### src/rtl/irq_entry_seq.sv
module irq_entry_seq #(
  parameter int W        = 32,
  parameter int LW       = 4,
  parameter int VW       = 8,
  parameter int MASK_LSB = 4
) (
  input  logic          clk,
  input  logic          rst_n,
  input  logic          decode_valid,
  input  logic [W-1:0]  decode_pc,
  input  logic          irq_req,
  input  logic [LW-1:0] irq_level,
  input  logic [VW-1:0] irq_vector,
  output logic          irq_ack,
  input  logic [W-1:0]  sr_cur,
  input  logic [W-1:0]  sp_cur,
  input  logic [W-1:0]  vbr_cur,
  output logic          suppress,
  output logic          busy,
  output logic          mem_wr_en,
  output logic [W-1:0]  mem_wr_addr,
  output logic [W-1:0]  mem_wr_data,
  input  logic          mem_wr_ready,
  output logic          mem_rd_en,
  output logic [W-1:0]  mem_rd_addr,
  input  logic          mem_rd_valid,
  input  logic [W-1:0]  mem_rd_data,
  output logic          sr_we,
  output logic [W-1:0]  sr_wdata,
  output logic          sp_we,
  output logic [W-1:0]  sp_wdata,
  output logic          pc_we,
  output logic [W-1:0]  pc_wdata
);
  localparam int WORD = W / 8;
  localparam int VSH  = $clog2(WORD);
  localparam logic [W-1:0] MASK_BITS = W'((1 << LW) - 1) << MASK_LSB;

  typedef enum logic [2:0] {S_IDLE, S_PUSH_SR, S_PUSH_PC, S_MASK, S_VEC} st_t;

  st_t           st;
  logic [W-1:0]  sr_q, sp_q, pc_q, vbr_q;
  logic [LW-1:0] lvl_q;
  logic [VW-1:0] vec_q;
  logic          take;

  assign take     = (st == S_IDLE) && decode_valid && irq_req;
  assign irq_ack  = take;
  assign busy     = (st != S_IDLE);
  assign suppress = take || busy;

  assign mem_wr_en   = (st == S_PUSH_SR) || (st == S_PUSH_PC);
  assign mem_wr_addr = (st == S_PUSH_SR) ? sp_q - W'(WORD) : sp_q - W'(2 * WORD);
  assign mem_wr_data = (st == S_PUSH_SR) ? sr_q : pc_q;

  assign sr_we    = (st == S_MASK);
  assign sr_wdata = (sr_q & ~MASK_BITS) | (W'(lvl_q) << MASK_LSB);
  assign sp_we    = (st == S_MASK);
  assign sp_wdata = sp_q - W'(2 * WORD);

  assign mem_rd_en   = (st == S_VEC);
  assign mem_rd_addr = vbr_q + (W'(vec_q) << VSH);
  assign pc_we       = (st == S_VEC) && mem_rd_valid;
  assign pc_wdata    = mem_rd_data;

  always_ff @(posedge clk or negedge rst_n) begin
    if (!rst_n) begin
      st    <= S_IDLE;
      sr_q  <= '0;
      sp_q  <= '0;
      pc_q  <= '0;
      vbr_q <= '0;
      lvl_q <= '0;
      vec_q <= '0;
    end else begin
      case (st)
        S_IDLE: if (take) begin
          st    <= S_PUSH_SR;
          sr_q  <= sr_cur;
          sp_q  <= sp_cur;
          pc_q  <= decode_pc;
          vbr_q <= vbr_cur;
          lvl_q <= irq_level;
          vec_q <= irq_vector;
        end
        S_PUSH_SR: if (mem_wr_ready) st <= S_PUSH_PC;
        S_PUSH_PC: if (mem_wr_ready) st <= S_MASK;
        S_MASK:    st <= S_VEC;
        S_VEC:     if (mem_rd_valid) st <= S_IDLE;
        default:   st <= S_IDLE;
      endcase
    end
  end

  assert_ack_pulse_R1: assert property (@(posedge clk) disable iff (!rst_n)
    irq_ack |=> !irq_ack);
  assert_ack_starts_seq_R1: assert property (@(posedge clk) disable iff (!rst_n)
    irq_ack |=> busy);
  assert_no_ack_busy_R2: assert property (@(posedge clk) disable iff (!rst_n)
    busy |-> !irq_ack);
  assert_wr_hold_R4: assert property (@(posedge clk) disable iff (!rst_n)
    (mem_wr_en && !mem_wr_ready) |=> (mem_wr_en && $stable(mem_wr_addr) && $stable(mem_wr_data)));
  assert_rd_hold_R7: assert property (@(posedge clk) disable iff (!rst_n)
    (mem_rd_en && !mem_rd_valid) |=> (mem_rd_en && $stable(mem_rd_addr)));
  assert_pc_then_idle_R8: assert property (@(posedge clk) disable iff (!rst_n)
    pc_we |=> !busy);
  assert_suppress_busy_R8: assert property (@(posedge clk) disable iff (!rst_n)
    busy |-> suppress);
  assert_one_port_R7: assert property (@(posedge clk) disable iff (!rst_n)
    !(mem_wr_en && mem_rd_en));
endmodule

### config.mk
export PLATFORM = sky130hd
export DESIGN_NAME = irq_entry_seq
export DESIGN_NICKNAME = d
export VERILOG_FILES = /design/src/rtl/irq_entry_seq.sv
export SDC_FILE = /design/constraint.sdc
export NUM_CORES = 1
export LEC_CHECK = 0
export BUFFER_PORTS_ARGS = -buffer_cell sky130_fd_sc_hd__buf_2
export CORE_ASPECT_RATIO = 0.75
export CORE_MARGIN = 2
export CORE_UTILIZATION = 43
export DETAILED_ROUTE_END_ITERATION = 6
export PLACE_DENSITY = 0.87
export SYNTH_ARGS = -nofsm -noshare
export SYNTH_HDL_FRONTEND = slang
export SYNTH_SLANG_ARGS = --single-unit
export TNS_END_PERCENT = 50
### constraint.sdc
create_clock -name clk -period 2.9 [get_ports clk]
set_input_delay 0.29 -clock clk [delete_from_list [all_inputs] [get_ports clk]]
set_output_delay 0.29 -clock clk [all_outputs]
set_load 0.01 [all_outputs]
==> flow_metrics.py <==
metrics = {
    "sta": {
        "layout_setup_ws_ns": -0.101,
        "setup_violations": 19,
        "fmax_ghz": 0.333,
        "slew_headroom_pct": 57.0,
        "finalHoldViolCount": 0,
        "setup_tns_ns": -0.736,
        "whs_ns": 0.0780,
        "maxSlewViolCount": 0,
        "tightest_slew_ns": 0.644,
        "layout_min_cycle_time_ns": 3.00,
        "period_share_pct": 103,
        "rsz0062_at_grt": "true",
        "skew_ns": 0.0105,
    },
    "global_routing": {
        "antenna_found_initial": 4,
        "grt_pass1_vias": 6504,
        "gr-total-overflow": 0,
        "grt_pass1_wl_mm": 34.1,
        "grtUsageTotal_pct": 22.0,
        "grt_max_degree": 75,
    },
    "clock_tree": {
        "ctsHtreeMaxLevel": 4,
        "cts_made_buffers": 17,
        "clk_pin_slew_worst_paths_ns": 0.07,
        "max-clock-path-buffers": 2,
        "clk_latency_ns": 0.43,
        "cts_num_sinks": 143,
        "ctsRootBufferMaster": "clkbuf_16",
        "cts_tree": "yes",
    },
    "place": {
        "pre_cts_ws_ns": 0.0618,
        "routabilityCongestion": 0.893,
        "postPlaceCellArea_sq_mm": 0.00957,
        "io_buffers": 313,
        "hpwl_mm": 16.2,
        "dp_cells": 1197,
    },
    "yosys": {
        "synth_warnings": 0,
        "async_flop_share_pct": 100,
        "synth-main-ff-cell": "dfrtp_1",
        "ys_ff_latch": 143,
        "syn_inst": 714,
        "synth.distinct_cells": 45,
        "syn_area_sq_mm": 0.00810,
        "syn_area_per_cell_sq_um": 11.3,
        "syn_nets": 903,
        "synth_edf_count": 0,
        "ys_seq_area_share_pct": 44.2,
    },
    "drt": {
        "drc": 0,
        "first_pass_iters": 5,
        "finalWirelength_mm": 22.9,
        "wire_per_inst_um": 18.1,
        "ant_nets": 0,
        "routed_via_density": 5.16,
        "dr_total_vias": 6517,
        "drt_iter0_drc": 340,
    },
    "layout": {
        "final_core_util_pct": 59.2,
        "final_cell_mix": "buf_2 (313), mux2_2 (164), dfrtp_1 (139)",
        "final_common_cell": "buf_2",
        "final_cells": 1264,
        "design_area_sq_mm": 0.0109,
        "area_growth_syn_to_layout_pct": 35.0,
        "drive_above_1_share_pct": 63.6,
        "fill_cells": 1464,
        "nets": 1189,
    },
    "run": {
        "max-cap-violations": 0,
    },
    "setup_path": {
        "cp.required_ns": 2.61,
        "cp.arrival_ns": 2.71,
        "crit_type": "reg -> out",
        "cp-start-kind": "flop",
        "crit_buf_inv": 1,
        "cp_max_fo": 2,
        "cp_top_family": "simple AND/OR/NAND/NOR gates",
        "crit_chain": "or4_4 > or3_4 > or4_4 > nor2_4 > xor2_1 > buf_2",
        "cpPeakStageDelay_ns": 0.53,
        "critPathMostFrequentCell": "or4_4",
        "critPathSlowestCell": "or4_4",
        "cp-end-kind": "primary output",
    },
    "status": {
        "status": "finished with violations",
        "failed_checks": "negative setup slack",
    },
    "pwr": {
        "p_total_mw": 13.8,
        "powerDensity_mw_per_mm2": 1260,
        "vdd_drop_max_uv": 635,
        "p_leak_nw": 5.07,
    },
    "die": {
        "fp.dieArea_sq_mm": 0.0200,
        "die_w_um": 162,
        "fp-row-count": 43,
        "core_area_sq_mm": 0.0185,
        "die_height_um": 123,
        "start_util_pct": 43.9,
        "io-pin-count": 378,
    },
    "min_path": {
        "hp-class": "in -> reg",
    },
}
power breakdown:
part	internal [mW]	switching, mW
logic	3.68	3.89
registers	3.02	0.901
clock network	1.26	1.03
total	7.96	5.82
metal layers:
metal	vias to the layer above	share of wire (%)	track usage, %
met5	-	0	0
met4	0	2.9	9.96
met3	47	7.0	6.32
met2	306	49	35.7
met1	3172	41	27.4
li1	2992	-	-
tightest hold or removal path: stages:
cell and delay, ns:
buf_2 0.07, nand2_1 0.04, o21ai_0 0.06
cell usage after synthesis (2+ instances only):
cell / instances / area [sq um]
clkbuf_1: 28 / 105
a211oi_1: 11 / 82.6
xnor2_1: 29 / 254
buf_4: 68 / 510
and3_1: 2 / 12.5
nand2_1: 33 / 124
dfrtp_1: 143 / 3580
a21oi_1: 16 / 80.1
mux2_2: 164 / 1850
or4_1: 4 / 30.0
nor2_1: 27 / 101
nor2b_1: 2 / 12.5
a2111oi_0: 5 / 43.8
nor4_1: 8 / 50.1
inv_1: 16 / 60.1
or3_1: 5 / 31.3
o21ai_0: 11 / 55.1
ha_1: 10 / 125
nand3_1: 12 / 60.1
nand3b_1: 2 / 15.0
o311ai_0: 2 / 17.5
xor2_1: 52 / 455
buf_6: 3 / 33.8
or4_2: 2 / 17.5
nor3_1: 17 / 85.1
buf_2: 8 / 40.0
nand2b_1: 9 / 56.3
a21boi_0: 2 / 15.0
nand4_1: 7 / 43.8
final timing paths:
check / startpoint / end / slack [ns] / cells after the start
hold reg to reg: pc_q[4]$_DFFE_PN0P_ / pc_q[4]$_DFFE_PN0P_ / 0.50 / 1
setup / recovery: sp_q[18]$_DFFE_PN0P_ / mem_wr_addr[30] / -0.10 / 6
max in group asynchronous: rst_n / pc_q[15]$_DFFE_PN0P_ / 1.63 / 3
min in group asynchronous: rst_n / vbr_q[15]$_DFFE_PN0P_ / 0.45 / 2
setup reg to reg: st[2]$_DFFE_PN0P_ / sr_q[16]$_DFFE_PN0P_ / 0.71 / 5
hold / removal: vbr_cur[15] / vbr_q[15]$_DFFE_PN0P_ / 0.08 / 3
timing repair:
action,in CTS,in global routing
gates resized for setup,56,44
cloned,0,1
endpoints found under the hold margin,65,0
hold buffers,1,0
setup endpoints to repair,41,41
pin swaps,13,32
buffers inserted,11,18
logic make-up after synthesis:
logic type               share of synthesized area (%)
multiplexers                                      22.9
flip-flops                                        44.2
AND/OR/NAND/NOR                                   8.64
buffers and inverters                             9.53
XOR/XNOR                                          8.76
AO/OA/AOI/OAI                                     4.16
adder cells (fa/ha/maj)                           1.79
layout make-up:
cell class                      count  area (sq um)  share of cell area (%)
Multi-Input combinational cell    446          4230                    38.7
Sequential cell                   143          3580                    32.8
Timing Repair Buffer              376          2110                    19.3
Clock buffer                       17           425                    3.89
Tap cell                          247           309                    2.83
Clock inverter                     15           205                    1.88
Inverter                           16          60.1                   0.550
Antenna cell                        4          10.0                  0.0916
registers in the layout (all words and copies together) (netlist names):
register,count
lvl_q,4
vbr_q,32
sp_q,32
vec_q,8
pc_q,32
sr_q,32
st,3
No activity file was read; power rests on OpenSTA's default activity.
